[src/rtl/cfg_crc_pkg.sv]
package cfg_crc_pkg;
  localparam logic [15:0] CRC_POLY = 16'hA001;

  typedef enum logic [2:0] {
    PH_IDLE,
    PH_DATA,
    PH_CRC,
    PH_PAD,
    PH_TRAIL,
    PH_TCRC,
    PH_DONE
  } phase_e;
endpackage

[src/rtl/cfg_crc_seq.sv]
module cfg_crc_seq
  import cfg_crc_pkg::*;
#(
  parameter int FRAME_BYTES = 8,
  parameter int PAD_BYTES   = 6,
  parameter int TRAIL_BYTES = 18,
  parameter int CNT_W       = 16
) (
  input  logic             clk_i,
  input  logic             rst_ni,
  input  logic             start_i,
  input  logic [CNT_W-1:0] frames_i,
  input  logic             step_i,
  output phase_e           phase_o,
  output logic             phase_end_o,
  output logic             last_frame_o
);
  localparam int MAX_AB = (FRAME_BYTES > PAD_BYTES) ? FRAME_BYTES : PAD_BYTES;
  localparam int MAX_B  = (MAX_AB > TRAIL_BYTES) ? MAX_AB : TRAIL_BYTES;
  localparam int BW     = $clog2(MAX_B + 1);

  phase_e           phase_q;
  logic [BW-1:0]    cnt_q;
  logic [BW-1:0]    last_idx;
  logic [CNT_W-1:0] left_q;

  always_comb begin
    case (phase_q)
      PH_DATA:  last_idx = BW'(FRAME_BYTES - 1);
      PH_PAD:   last_idx = BW'(PAD_BYTES - 1);
      PH_TRAIL: last_idx = BW'(TRAIL_BYTES - 1);
      default:  last_idx = BW'(1);
    endcase
  end

  assign phase_end_o  = (cnt_q == last_idx);
  assign last_frame_o = (left_q == CNT_W'(1));
  assign phase_o      = phase_q;

  always_ff @(posedge clk_i or negedge rst_ni) begin
    if (!rst_ni) begin
      phase_q <= PH_IDLE;
      cnt_q   <= '0;
      left_q  <= '0;
    end else if (start_i) begin
      phase_q <= (frames_i == '0) ? PH_TRAIL : PH_DATA;
      cnt_q   <= '0;
      left_q  <= frames_i;
    end else if (step_i) begin
      if (!phase_end_o) begin
        cnt_q <= cnt_q + BW'(1);
      end else begin
        cnt_q <= '0;
        case (phase_q)
          PH_DATA:  phase_q <= PH_CRC;
          PH_CRC:   phase_q <= PH_PAD;
          PH_PAD: begin
            phase_q <= last_frame_o ? PH_TRAIL : PH_DATA;
            left_q  <= left_q - CNT_W'(1);
          end
          PH_TRAIL: phase_q <= PH_TCRC;
          PH_TCRC:  phase_q <= PH_DONE;
          default:  phase_q <= phase_q;
        endcase
      end
    end
  end
endmodule

[config.mk]
export PLATFORM = sky130hd
export DESIGN_NAME = cfg_crc_seq
export DESIGN_NICKNAME = d
export VERILOG_FILES = /design/src/rtl/cfg_crc_pkg.sv /design/src/rtl/cfg_crc_seq.sv
export SDC_FILE = /design/constraint.sdc
export NUM_CORES = 1
export LEC_CHECK = 0
export CORE_MARGIN = 10
export CORE_UTILIZATION = 57
export CTS_CLUSTER_DIAMETER = 40
export DETAILED_ROUTE_END_ITERATION = 10
export DONT_BUFFER_PORTS = 1
export PLACE_DENSITY = 0.74
export RECOVER_POWER = 50
export SLEW_MARGIN = 25
export SYNTH_ARGS = -nofsm -noshare
export SYNTH_HDL_FRONTEND = slang
export SYNTH_SLANG_ARGS = --single-unit
[constraint.sdc]
create_clock -name clk_i -period 2.2 [get_ports clk_i]
set_input_delay 0 -clock clk_i [delete_from_list [all_inputs] [get_ports clk_i]]
set_output_delay 0 -clock clk_i [all_outputs]
set_load 0.03 [all_outputs]
======== Yosys cells after proc, flatten, opt, wreduce, memory -nomap -nowiden ========
Cells that the tools add are included.
word-level totals
  input port bits ......................... 20
  logic and storage cells ................. 33
  output and inout port bits .............. 5
  bits in registers ....................... 24
cells by class
  eq/ne operators ......................... 7
  reduce and logical (&&, ||, !) cells .... 7
  add/subtract/negate cells ............... 2
  multiplexer cells ....................... 14
operators with widths
  cell                     count
  $mux W16                 4
  $eq A16 B1 Y1 const B    1
  $logic_not A16 Y1        1
  $sub A16 B1 Y16 const B  1
  $mux W3                  5
  $mux W5                  3
  $pmux W3 S5              1
  $pmux W5 S3              1
  $eq A3 B2 Y1 const B     2
  $eq A3 B3 Y1 const B     2
  $reduce_and A3 Y1        2
  $reduce_bool A2 Y1       3
  $reduce_bool A6 Y1       1
  $add A5 B1 Y5 const B    1
  $eq A5 B5 Y1             1
  $eq A3 B1 Y1 const B     1

======== Longest topological paths before layout ========
  depth after elaboration ................. 6
  gate-level depth with buffers ........... 8
  depth with buffers taken out ............ 7

======== Worst setup path before layout ========
OpenSTA, ideal clock, no wires.
  path kind ............................... reg-to-reg
  start point ............................. reg phase_q[1] (netlist: phase_o[1])
  end point ............................... reg phase_q[0] (netlist: phase_o[0])
  required time ........................... 2.072 ns
  buffers on the path ..................... 2
  clock period less this slack ............ 2.404 ns
  path slack .............................. -0.204 ns
  data arrival time ....................... 2.276 ns
  cell stages (with the launch flop) ...... 8
  library setup time ...................... 0.128 ns
  path through ............................ dfrtp_1 > buf_2 > nor3b_1 > or4b_4 > buf_6 > a31oi_4 > a31oi_1 > mux2_1
between the ends
  cells in the longest elaborated chain, start to end .. 5
  elaborated cells on any way between the ends .. 14
  classes of those cells .................. 6 x eq/ne; 5 x mux; 3 x reduce/logical
RTL lines
  item                                     RTL line           source
  start, declared                          cfg_crc_seq.sv:22  phase_e phase_q;
  start signal, assigned                   cfg_crc_seq.sv:46  phase_q <= (frames_i == '0) ? PH_TRAIL : PH_DATA;
  start signal, assigned                   cfg_crc_seq.sv:58  phase_q <= last_frame_o ? PH_TRAIL : PH_DATA;
  start signal, assigned                   cfg_crc_seq.sv:63  default: phase_q <= phase_q;
  $eq A3 B3 Y1 (tied with other cells)     cfg_crc_seq.sv:28  case (phase_q)
  $pmux W5 S3 (*)                          cfg_crc_seq.sv:28
  $eq A5 B5 Y1 (*)                         cfg_crc_seq.sv:36  assign phase_end_o = (cnt_q == last_idx);
  via phase_end_o                          cfg_crc_seq.sv:15  output logic phase_end_o,
  $reduce_bool A2 Y1 (no source line) (*)  --
  $reduce_and A3 Y1 (no source line) (*)   --
Mark *: on every way through the listed nets, which the timed path passes. The rest lies on a longest branch. The select of a mux whose other input is x is not followed.
A chain may end at the register's enable or synchronous reset.

======== Final worst setup path ========
  start point ............................. reg phase_q[2] (netlist: phase_o[2])
  end point ............................... reg left_q[8]
between the ends
  cells in the longest elaborated chain, start to end .. 5
  elaborated cells on any way between the ends .. 8
  classes of those cells .................. 4 x eq/ne; 1 x mux; 3 x reduce/logical
RTL lines
  item                                    RTL line           source
  $eq A3 B3 Y1 (tied with other cells)    cfg_crc_seq.sv:28
  $pmux W5 S3                             cfg_crc_seq.sv:28
  $eq A5 B5 Y1                            cfg_crc_seq.sv:36
  $reduce_bool A2 Y1 (no source line)     --
  $reduce_and A3 Y1 (no source line) (*)  --
  end signal, assigned                    cfg_crc_seq.sv:48  left_q <= frames_i;
  end signal, assigned                    cfg_crc_seq.sv:59  left_q <= left_q - CNT_W'(1);
  end, declared                           cfg_crc_seq.sv:25  logic [CNT_W-1:0] left_q;
Every way passes the cells marked *; elsewhere a longest branch is shown, timed or not.

==> key figures <==
Outcome
  • Outcome: completed

GRT
  • Global-route wire length before repair: between 8000 and 9000 um
  • Initial antenna violation count: 0
  • Number of global-route vias before repair: 1644
  • GRT Resource Usage Total: 0.1846
  • Grt ovf: 0
  • Largest net degree at the start of global routing: 44

Placement
  • Detailed Place HPWL: between 3000 and 4000 um
  • Placement Cell Area: around 1900 um2
  • RD Place Congestion: ~0.9
  • PortBufs: 0
  • Post-Place Cells: roughly 220

Power
  • Total power: about 1.0 mW
  • P_leak: 0.7511 nW
  • Worst VDD drop: a little under 0.3 mV
  • PD cells: around 480 nW/um2

CTS
  • CTS tree: done
  • Post-CTS Setup Inserts: 0
  • Clock-pin slew on the worst setup and hold paths: approximately 0.14 ns
  • Root Buffer: clkbuf_4
  • Clock tree buffer depth: 2
  • Clock latency at the later pin of the worst-skew pair: about 0.32 ns
  • Clock Sinks: 24
  • CTS buffer count: 3
  • H-tree depth: 1

Cells and area
  • Layout area overhead: 22.88%
  • ANT cells: 0
  • Layout cells sized above 1: 0.2217
  • Most frequent cells in the layout: dfrtp_1, dlygate4sd3_1, buf_4
  • Nets@finish: 236
  • Util after Layout: 0.7197
  • Design Area, Final: 2143 um2
  • Post-route insts no fill: approximately 250

Setup path
  • Critical path origin: phase_o[2]
  • Kind of critical path: register to register
  • CP Capture Type: register
  • R2R depth: 5
  • Peak fanout along the critical path: 16
  • Worst path required time: 2.43 ns
  • Critical Path Source Type: register
  • Worst Path Arrival: between 2 and 2.5 ns
  • R2R Path Start: phase_o[2]

Yosys
  • Mapped Area: 1744 um2
  • Synthesized instance count: 181
  • Mapped Avg Cell Area: about 9.6 um2
  • Sequential fraction of the synthesis area: 0.3443
  • Synth Register Bits: 24
  • Synth warn: 0
  • Distinct cells, synth: 43
  • Mapped Nets: 204

Timing
  • Setup_tns: 0 ns
  • Final hold vios: 0
  • Setup Skew: 0.009161 ns
  • Count of final max-slew check failures: 0
  • Period utilisation layout: 0.9756
  • Final setup viols: 0
  • Worst-margin pin slew: 1.354 ns
  • Min Tclk post-route: 2.146 ns
  • Rel. slew slack: 0.09724
  • Fmax: ~470 MHz

Die
  • I/O pins: 25
  • Die Ht: around 75 um
  • Die width: about 75 um
  • Die area: about 5700 um2
  • Starting density of the core: 0.5857
  • Core area: roughly 3000 um2
  • Site row count: 20

Route
  • Final ANT Viol Nets: 0
  • Remaining DRCs: 0
  • Final wirelength: approximately 4700 um
  • Drt first pass iters: 5
  • Vias: 1560
  • Initial DRC Count: around 140
  • DR WL/cell: about 19 um
  • Via-to-Cell Ratio: about 6.4

Worst hold path
  • Hold/Removal Path Class: input pin to register
  • Worst Hold Launch: step_i
  • Worst Hold Depth: 4

Run
  • Max-cap viol count: 0
==> what timing repair did <==
action                     in CTS  in global routing
gates resized for setup         0                  3
hold buffers                   23                  0
hold endpoints to repair       48                  0
setup endpoints to repair       0                  2
==> area by class of cell <==
cell class,instances,area [um2]
Fill cell,223,834.6
Sequential cell,24,604.3
Inverter,5,18.77
Tap cell,33,41.29
Multi-Input combinational cell,139,1085
Timing Repair Buffer,40,357.8
Clock buffer,4,36.28
==> cell families after synthesis <==
group / count (synthesis) / share of synthesized area
AND/OR/NAND/NOR: 78 / 0.2676
multiplexers: 6 / 0.03802
AO/OA/AOI/OAI: 40 / 0.2138
adder cells (fa/ha/maj): 3 / 0.02152
XOR/XNOR: 12 / 0.06026
buffers and inverters: 18 / 0.05452
flip-flops: 24 / 0.3443
==> routing by layer <==
metal,vias to the layer above,global-route usage,wire length (um),share of wire
li1,755,-,-,-
met3,8,0.04427,312,0.066
met1,755,0.2295,2000,0.42
met2,42,0.3163,2385,0.50
met5,-,0,0,0
met4,0,0.03711,46,0.0097
==> sequential cells by signal (all words and copies together), names as in the netlist <==
register,flops
cnt_q,5
left_q,16
phase_o,3
==> power breakdown <==
| group | total [mW] | switching (mW) | internal (mW) |
|---|---|---|---|
| combinational | 0.255 | 0.133 | 0.122 |
| clock | 0.244 | 0.143 | 0.101 |
| sequential | 0.520 | 0.0455 | 0.475 |
==> cells in the mapped netlist, drive strengths merged <==
library cell	count	area (um2)
or2	1	6.260
mux2	5	56.30
dfrtp	24	600.6
clkbuf	6	22.52
nor3	4	20.02
nor4b	1	8.760
a21oi	4	20.02
or4	1	7.510
or4b	2	23.77
nor2	15	56.30
nand4bb	1	11.26
or3	3	18.77
nand3	4	20.02
nand2	14	52.55
nand3b	4	30.03
inv	5	18.77
a2bb2oi	2	17.52
mux2i	1	10.01
o21ai	8	40.03
nand4	5	31.28
a31oi	6	58.80
nand4b	3	26.28
o21bai	1	7.510
buf	7	53.80
nor2b	2	12.51
a311oi	13	170.2
and4b	1	10.01
nand2b	1	6.260
o2111ai	1	8.760
a221o	5	50.05
ha	3	37.54
nor4	8	65.06
xnor2	10	87.58
nor3b	8	60.06
xor2	2	17.52
==> path summary, 6_finish.rpt <==
check / to / slack (ns)
max in group asynchronous: phase_o[0] / 0.80
max reg2reg: left_q[8] / 0.05
max: left_q[8] / 0.05
min: phase_o[2] / 0.03
min reg2reg: cnt_q[3] / 0.62
min in group asynchronous: left_q[12] / 0.50
==> worst max-delay path, stage by stage, from the launching register on <==
cell	delay, ns
dfrtp_2	0.46
nor3b_4	0.16
or4b_4	0.65
a311oi_1	0.43
nor3b_1	0.09
a221o_1	0.26
==> through the flow <==
| stage | hold WS, ns | worst slack (ns) |
|---|---|---|
| 6_report | 0.03174 | 0.05378 |
| 5_1_grt | 0.01655 | -0.03647 |
| 4_1_cts | 0.03050 | 0.07418 |
| 3_5_place_dp | -0.2948 | 0.1123 |
| 3_3_place_gp | -0.2948 | 0.1876 |
| 2_1_floorplan | -0.2956 | -0.08019 |
(Power assumes the default switching activity.)
